File: src/rtl/cap_pkg.sv
package cap_pkg;
  localparam int SYNC_STAGES = 2;

  typedef enum logic [1:0] {
    SEL_OFF  = 2'd0,
    SEL_RISE = 2'd1,
    SEL_FALL = 2'd2,
    SEL_BOTH = 2'd3
  } edge_sel_e;

  localparam logic ADDR_CFG = 1'b0;
  localparam logic ADDR_CLR = 1'b1;
endpackage

File: src/rtl/cap_sync_edge.sv
module cap_sync_edge #(
  parameter int STAGES = 2
) (
  input  logic clk_i,
  input  logic rst_ni,
  input  logic pin_i,
  output logic rise_o,
  output logic fall_o
);
  logic [STAGES-1:0] sync_q;
  logic              prev_q;

  always_ff @(posedge clk_i or negedge rst_ni) begin
    if (!rst_ni) begin
      sync_q <= '0;
      prev_q <= 1'b0;
    end else begin
      sync_q <= {sync_q[STAGES-2:0], pin_i};
      prev_q <= sync_q[STAGES-1];
    end
  end

  assign rise_o = sync_q[STAGES-1] & ~prev_q;
  assign fall_o = ~sync_q[STAGES-1] & prev_q;

  // a strobe appears only after the synchronised level has moved
  p_rise_level_r4: assert property (@(posedge clk_i) disable iff (!rst_ni)
    rise_o |=> prev_q);
  p_fall_level_r4: assert property (@(posedge clk_i) disable iff (!rst_ni)
    fall_o |=> !prev_q);
endmodule

File: src/rtl/cap_channel.sv
module cap_channel
  import cap_pkg::*;
#(
  parameter int CNT_W = 32
) (
  input  logic             clk_i,
  input  logic             rst_ni,
  input  edge_sel_e        sel_i,
  input  logic             rise_i,
  input  logic             fall_i,
  input  logic [CNT_W-1:0] count_i,
  input  logic             clr_i,
  output logic [CNT_W-1:0] cap_o,
  output logic             flag_o
);
  logic             evt;
  logic [CNT_W-1:0] cap_q;
  logic             flag_q;

  always_comb begin
    unique case (sel_i)
      SEL_RISE: evt = rise_i;
      SEL_FALL: evt = fall_i;
      SEL_BOTH: evt = rise_i | fall_i;
      default:  evt = 1'b0;
    endcase
  end

  always_ff @(posedge clk_i or negedge rst_ni) begin
    if (!rst_ni) begin
      cap_q  <= '0;
      flag_q <= 1'b0;
    end else begin
      if (evt) cap_q <= count_i;
      // new event has priority over a software clear
      if (evt)        flag_q <= 1'b1;
      else if (clr_i) flag_q <= 1'b0;
    end
  end

  assign cap_o  = cap_q;
  assign flag_o = flag_q;

  p_capture_value_r4: assert property (@(posedge clk_i) disable iff (!rst_ni)
    evt |=> cap_o == $past(count_i));
  p_off_no_capture_r3: assert property (@(posedge clk_i) disable iff (!rst_ni)
    (sel_i == SEL_OFF) |=> $stable(cap_o));
  p_flag_sticky_r5: assert property (@(posedge clk_i) disable iff (!rst_ni)
    (flag_o && !clr_i) |=> flag_o);
  p_flag_clear_r6: assert property (@(posedge clk_i) disable iff (!rst_ni)
    (clr_i && !evt) |=> !flag_o);
  p_event_wins_r7: assert property (@(posedge clk_i) disable iff (!rst_ni)
    (clr_i && evt) |=> flag_o);
endmodule

File: src/rtl/cap_cfg_regs.sv
module cap_cfg_regs
  import cap_pkg::*;
#(
  parameter int NCH = 3,
  localparam int DATA_W = 3 * NCH
) (
  input  logic              clk_i,
  input  logic              rst_ni,
  input  logic              wr_en_i,
  input  logic              wr_addr_i,
  input  logic [DATA_W-1:0] wr_data_i,
  output logic [2*NCH-1:0]  sel_o,
  output logic [NCH-1:0]    ie_o,
  output logic [NCH-1:0]    clr_o
);
  logic [2*NCH-1:0] sel_q;
  logic [NCH-1:0]   ie_q;
  logic             cfg_we;

  assign cfg_we = wr_en_i && (wr_addr_i == ADDR_CFG);

  always_ff @(posedge clk_i or negedge rst_ni) begin
    if (!rst_ni) begin
      sel_q <= '0;
      ie_q  <= '0;
    end else if (cfg_we) begin
      sel_q <= wr_data_i[2*NCH-1:0];
      ie_q  <= wr_data_i[2*NCH +: NCH];
    end
  end

  assign sel_o = sel_q;
  assign ie_o  = ie_q;
  assign clr_o = (wr_en_i && (wr_addr_i == ADDR_CLR)) ? wr_data_i[NCH-1:0] : '0;

  p_cfg_hold_r2: assert property (@(posedge clk_i) disable iff (!rst_ni)
    !(wr_en_i && wr_addr_i == ADDR_CFG) |=> ($stable(sel_o) && $stable(ie_o)));
endmodule

File: src/rtl/edge_capture_unit.sv
module edge_capture_unit
  import cap_pkg::*;
#(
  parameter int CNT_W    = 32,
  parameter int EXTRA_CH = 0,
  localparam int NCH     = 3 + EXTRA_CH,
  localparam int DATA_W  = 3 * NCH
) (
  input  logic                 clk_i,
  input  logic                 rst_ni,
  input  logic [CNT_W-1:0]     count_i,
  input  logic [NCH-1:0]       cap_pin_i,
  input  logic                 wr_en_i,
  input  logic                 wr_addr_i,
  input  logic [DATA_W-1:0]    wr_data_i,
  output logic [NCH*CNT_W-1:0] cap_val_o,
  output logic [NCH-1:0]       flags_o,
  output logic                 irq_o
);
  logic [2*NCH-1:0] sel;
  logic [NCH-1:0]   ie;
  logic [NCH-1:0]   clr;
  logic [NCH-1:0]   rise;
  logic [NCH-1:0]   fall;

  cap_cfg_regs #(.NCH(NCH)) u_cfg (
    .clk_i     (clk_i),
    .rst_ni    (rst_ni),
    .wr_en_i   (wr_en_i),
    .wr_addr_i (wr_addr_i),
    .wr_data_i (wr_data_i),
    .sel_o     (sel),
    .ie_o      (ie),
    .clr_o     (clr)
  );

  for (genvar k = 0; k < NCH; k++) begin : g_ch
    cap_sync_edge #(.STAGES(SYNC_STAGES)) u_sync (
      .clk_i  (clk_i),
      .rst_ni (rst_ni),
      .pin_i  (cap_pin_i[k]),
      .rise_o (rise[k]),
      .fall_o (fall[k])
    );

    cap_channel #(.CNT_W(CNT_W)) u_chan (
      .clk_i   (clk_i),
      .rst_ni  (rst_ni),
      .sel_i   (edge_sel_e'(sel[2*k +: 2])),
      .rise_i  (rise[k]),
      .fall_i  (fall[k]),
      .count_i (count_i),
      .clr_i   (clr[k]),
      .cap_o   (cap_val_o[k*CNT_W +: CNT_W]),
      .flag_o  (flags_o[k])
    );
  end

  assign irq_o = |(flags_o & ie);

  p_irq_source_r8: assert property (@(posedge clk_i) disable iff (!rst_ni)
    irq_o |-> (flags_o != '0));
  p_reset_clear_r1: assert property (@(posedge clk_i)
    !rst_ni |-> (flags_o == '0 && !irq_o));
endmodule

File: config.mk
export PLATFORM = sky130hd
export DESIGN_NAME = edge_capture_unit
export DESIGN_NICKNAME = d
export VERILOG_FILES = /design/src/rtl/cap_pkg.sv /design/src/rtl/cap_sync_edge.sv /design/src/rtl/cap_channel.sv /design/src/rtl/cap_cfg_regs.sv /design/src/rtl/edge_capture_unit.sv
export SDC_FILE = /design/constraint.sdc
export NUM_CORES = 1
export LEC_CHECK = 0
export CAP_MARGIN = 20
export CORE_MARGIN = 2
export CORE_UTILIZATION = 55
export CTS_BUF_LIST = sky130_fd_sc_hd__clkbuf_8
export DETAILED_ROUTE_END_ITERATION = 7
export DONT_BUFFER_PORTS = 1
export PLACE_DENSITY = 0.8
export SYNTH_ARGS = -nofsm -noshare
export SYNTH_HDL_FRONTEND = slang
export SYNTH_SLANG_ARGS = --single-unit
File: constraint.sdc
create_clock -name clk_i -period 4.3 [get_ports clk_i]
set_input_delay 0.86 -clock clk_i [delete_from_list [all_inputs] [get_ports clk_i]]
set_output_delay 0.86 -clock clk_i [all_outputs]
set_load 0.1 [all_outputs]
# Word level (Yosys, flattened, before mapping)

Cells that the tools add are included.

Register bits: 117
Latch bits: 0
RAM bits: 0
Bits in read-only memories: 0
Input bits: 48
Output and inout bits: 100
Word-level logic and storage cells: 56
Memories: 0

Add/subtract/negate cells: 0
Multipliers: 0
Divide/modulo/power cells: 0
$lt $le $gt $ge: 0
Equal/unequal tests: 9
Shifts and indexed selects: 0
Mux-type cells: 10
Bitwise logic cells: 17
Reductions and logical operators: 6

Operators with widths:

| cell                                                 | count |
|---|---|
| equality test 2 bit (second input constant)          | 6 |
| one-hot mux 1 bit (3 select lines)                   | 3 |
| NOT 1 bit                                            | 7 |
| bitwise AND 1 bit                                    | 6 |
| equality test 2 x 1 -> 1 bit (second input constant) | 3 |
| two-way mux 1 bit                                    | 6 |
| nonzero test 2 bit                                   | 3 |
| bitwise AND 3 bit                                    | 1 |
| two-way mux 3 bit                                    | 1 |
| bitwise OR 1 bit                                     | 3 |
| OR reduction 3 bit                                   | 1 |
| logical AND 1 bit                                    | 2 |

# Depth between registers and ports, before layout

Depth in word-level cells: 5
Depth in mapped cells: 7
Gate-level depth less buffers: 5

# By module

From an unflattened synthesis, not the netlist that was laid out.

Cell total of the unflattened synthesis: 253
Area total of the unflattened synthesis: 4475.5 µm²

By module, submodules not included:

| module            | instances | cells an instance | area each (µm²) | seq. area each (µm²) |
|---|---|---|---|---|
| cap_channel       | 3         | 71                | 1261.2          | 825.8 |
| cap_cfg_regs      | 1         | 23                | 407.9           | 225.2 |
| cap_sync_edge     | 3         | 5                 | 90.1            | 75.1 |
| edge_capture_unit | 1         | 2                 | 13.8            | 0.0 |

# Worst setup path after synthesis

OpenSTA, ideal clock, no wires.

Path kind: reg2out
Start point: register g_ch[0].u_chan.flag_q
End point: output port irq_o
Data arrival time: 1.112 ns
Required time: 3.440 ns
Slack: 2.328 ns
Cell stages (with the launch flop): 3
Buffers on the path: 0
Cells stage by stage: dfrtp_1 -> a222oi_1 -> inv_1

Longest elaborated chain between the ends: 2

RTL lines:

| item                   | RTL line                | RTL |
|---|---|---|
| start, declared        | cap_channel.sv:18       | `logic flag_q;` |
| start signal, assigned | cap_channel.sv:32       | `flag_q <= 1'b0;` |
| start signal, assigned | cap_channel.sv:36       | `if (evt) flag_q <= 1'b1;` |
| start signal, assigned | cap_channel.sv:37       | `else if (clr_i) flag_q <= 1'b0;` |
| bitwise AND 3 bit      | edge_capture_unit.sv:59 | `assign irq_o = \|(flags_o & ie);` |
| OR reduction 3 bit     | edge_capture_unit.sv:59 |  |
| end, declared          | edge_capture_unit.sv:18 | `output logic irq_o` |

No other way between the ends.

# Worst setup path after layout

Same ends and word-level chain as after synthesis.

==> run_summary.xml <==
<?xml version="1.0" encoding="UTF-8"?>
<metrics>
  <group name="setup_path">
    <metric name="r2r_slack" unit="ns">1.80</metric>
    <metric name="cp_data_required_time" unit="ns">3.44</metric>
    <metric name="cp_max_fo" unit="">3</metric>
    <metric name="r2r_start" unit="">u_cfg.sel_o[5]</metric>
    <metric name="worstSetupPathType" unit="">reg2out</metric>
    <metric name="ff2ff_path_depth" unit="">4</metric>
    <metric name="critPathLaunch" unit="">g_ch[0].u_chan.flag_o</metric>
    <metric name="critPathArrivalTime" unit="ns">2.36</metric>
    <metric name="critical_path.endpoint_type" unit="">output port</metric>
    <metric name="crit_path_start_kind" unit="">register</metric>
    <metric name="worst_r2r_endpoint" unit="">g_ch[2].u_chan.cap_o[16]</metric>
    <metric name="critPathCapture" unit="">irq_o</metric>
  </group>
  <group name="job">
    <metric name="max-cap-violations" unit="">0</metric>
  </group>
  <group name="cts">
    <metric name="post_cts_hold_buffer_count" unit="">0</metric>
    <metric name="cts.repair.resized" unit="">0</metric>
    <metric name="clock_latency_at_the_later_pin_of_the_worst_skew_pair" unit="ns">0.45</metric>
    <metric name="cts_inserted_buffers" unit="">17</metric>
    <metric name="ctsRootBufferMaster" unit="">clkbuf_8</metric>
    <metric name="clkTransAtPathRegs" unit="ns">0.07</metric>
    <metric name="tritoncts_clock_tree" unit="">built</metric>
    <metric name="clock_path_buffers" unit="">2</metric>
    <metric name="post-cts-setup-buffers" unit="">0</metric>
    <metric name="tritoncts_num_sinks" unit="">117</metric>
    <metric name="ctsHtreeMaxLevel" unit="">4</metric>
  </group>
  <group name="grt">
    <metric name="wire_length_of_the_first_global_routing_pass" unit="mm">28.54</metric>
    <metric name="grt_max_degree" unit="">118</metric>
    <metric name="antenna_found_initial" unit="">0</metric>
    <metric name="global_route.overflow_total" unit="">0</metric>
    <metric name="grt.total_usage" unit="">0.2821</metric>
    <metric name="first_global_vias" unit="">5384</metric>
  </group>
  <group name="routing">
    <metric name="detailedRoute.firstPassIterationCount" unit="">8</metric>
    <metric name="route.detailed.wl_per_inst" unit="um">24.08</metric>
    <metric name="routed_wl" unit="mm">17.72</metric>
    <metric name="detailedRoute.firstIterationViolations" unit="">487</metric>
    <metric name="detail_route.drc_violations" unit="">11</metric>
    <metric name="postRouteAntennaNets" unit="">0</metric>
    <metric name="post_drt_via_cell_ratio" unit="">7.239</metric>
    <metric name="via_count" unit="">5328</metric>
  </group>
  <group name="logic_synthesis">
    <metric name="synthesis.yosys.warnings" unit="">0</metric>
    <metric name="synth-edff-count" unit="">0</metric>
    <metric name="mappedNetlistArea" unit="um2">6541</metric>
    <metric name="yosys_most_used_dff" unit="">dfrtp_1</metric>
    <metric name="syn_inst" unit="">628</metric>
    <metric name="ys_ff_latch" unit="">117</metric>
    <metric name="netlist-cell-type-count" unit="">22</metric>
    <metric name="synthesis.area_per_instance" unit="um2">10.42</metric>
    <metric name="synth-seq-area-share" unit="">0.4476</metric>
    <metric name="synth_fp_nets" unit="">682</metric>
    <metric name="synth-async-reset-ratio" unit="">1.000</metric>
  </group>
  <group name="placement">
    <metric name="portBuffers" unit="">0</metric>
    <metric name="dpl-instance-area" unit="um2">6514</metric>
    <metric name="placed_cells" unit="">701</metric>
    <metric name="place.gp.congestion" unit="">0.7673</metric>
    <metric name="dp_hpwl" unit="mm">10.79</metric>
    <metric name="place_worst_setup_slack" unit="ns">1.468</metric>
  </group>
  <group name="floorplanning">
    <metric name="placementRows" unit="">39</metric>
    <metric name="fp.coreArea" unit="um2">11520</metric>
    <metric name="fp.dieW" unit="um">113.1</metric>
    <metric name="fp.dieArea" unit="um2">12780</metric>
    <metric name="floorplan.io_pins" unit="">148</metric>
    <metric name="floorplan.initialDensity" unit="">0.5680</metric>
    <metric name="dieHeight" unit="um">113.1</metric>
  </group>
  <group name="sta">
    <metric name="final_hold_viol_count" unit="">0</metric>
    <metric name="grt_setup_unrepaired" unit="">no</metric>
    <metric name="max_slew_margin_vs_limit" unit="">0.2557</metric>
    <metric name="fin_worst_skew" unit="ns">0.004695</metric>
    <metric name="setup-tns-final" unit="ns">0</metric>
    <metric name="setup_ws" unit="ns">1.083</metric>
    <metric name="drv_slew" unit="">0</metric>
    <metric name="setup_viol" unit="">0</metric>
    <metric name="max_freq" unit="MHz">310.9</metric>
    <metric name="finalWorstPathRequiredPeriod" unit="ns">3.217</metric>
    <metric name="tightest_slew" unit="ns">1.114</metric>
    <metric name="fin_crit_sh" unit="">0.7481</metric>
  </group>
  <group name="final_layout">
    <metric name="mostFrequentLayoutCell" unit="">dfrtp_1</metric>
    <metric name="syn2layout_area_growth" unit="%">7.096</metric>
    <metric name="final_area" unit="um2">7005</metric>
    <metric name="mostFrequentLayoutCells" unit="">dfrtp_1, nand3_1, a21bo_2, a21oi_1, a221o_1</metric>
    <metric name="final_layout_size_suffix_gt1_frac" unit="">0.2631</metric>
    <metric name="n_antenna_cell" unit="">0</metric>
    <metric name="layout.cells.non_filler" unit="">736</metric>
    <metric name="num-nets-final" unit="">634</metric>
  </group>
  <group name="run_status">
    <metric name="run_status" unit="">finished with violations</metric>
    <metric name="violations" unit="">design-rule violations</metric>
  </group>
  <group name="hold_path">
    <metric name="hold_path.class" unit="">in2async</metric>
  </group>
</metrics>
worst min path at each step:
stage,startpoint,to,cells past startpoint
final,rst_ni,g_ch[0].u_chan.cap_o[8],0
after CTS,rst_ni,g_ch[2].u_chan.cap_o[8],0
after detailed placement,g_ch[1].u_sync.sync_q[0],g_ch[1].u_sync.sync_q[1],0
after global placement,g_ch[2].u_sync.sync_q[0],g_ch[2].u_sync.sync_q[1],0
after floorplan,g_ch[0].u_sync.sync_q[0],g_ch[0].u_sync.sync_q[1],0
after global routing,rst_ni,g_ch[1].u_chan.cap_o[14],0
synth_stat cells (6+ instances only):
cell / n / area [um2]
a21oi_1: 96 / 480.5
mux2_2: 9 / 101.4
a21bo_2: 96 / 960.9
ha_1: 6 / 75.07
a221o_1: 96 / 960.9
dfrtp_1: 117 / 2928
buf_1: 17 / 63.81
inv_1: 7 / 26.28
clkbuf_1: 23 / 86.33
buf_2: 33 / 165.2
nand3_1: 99 / 495.5
layer usage:
| metal | vias to the layer above | share of wire | global-route usage |
|---|---|---|---|
| met5 | - | 0 | 0 |
| met4 | 0 | 0.016 | 0.1122 |
| met3 | 30 | 0.092 | 0.09909 |
| met2 | 262 | 0.49 | 0.4459 |
| met1 | 2705 | 0.40 | 0.3568 |
| li1 | 2331 | - | - |
sequential cells by signal (all words and copies together) (netlist names):
register / cells
u_cfg.ie_o: 3
g_ch.u_chan.cap_o: 96
g_ch.u_chan.flag_o: 3
u_cfg.sel_o: 6
g_ch.u_sync.sync_q: 6
g_ch.u_sync.prev_q: 3
critical path, cell delays in order, from the launching register on:
cell,delay (ns)
dfrtp_1,0.96
a222oi_1,0.28
inv_1,0.67
cell type report:
cell class | count | area (um2)
clock buffer | 19 | 261.5
clock inverter | 13 | 162.7
fill | 933 | 4511
inverter | 7 | 26.28
multi-input combinational | 425 | 3257
sequential | 117 | 2932
tap | 143 | 178.9
timing repair buffer | 12 | 187.7
logic make-up (layout without fill, tap and decap cells):
group,after synthesis,count (layout),share of synthesized area
AO/OA/AOI/OAI,295,295,0.3762
adder cells (fa/ha/maj),6,6,0.01148
AND/OR/NAND/NOR,115,115,0.08837
buffers and inverters,86,51,0.06083
multiplexers,9,9,0.01549
flip-flops,117,117,0.4476
stage by stage:
step	util	hold WS (ns)
after floorplan	-	0.3312
after global placement	0.5591	0.3537
after detailed placement	0.5656	0.3609
after CTS	0.6025	0.07938
after global routing	0.6083	0.07268
final	0.6083	0.1049
Power is not shown: default switching activity piles up to over one toggle a cycle in this logic, so the estimate is an artifact.
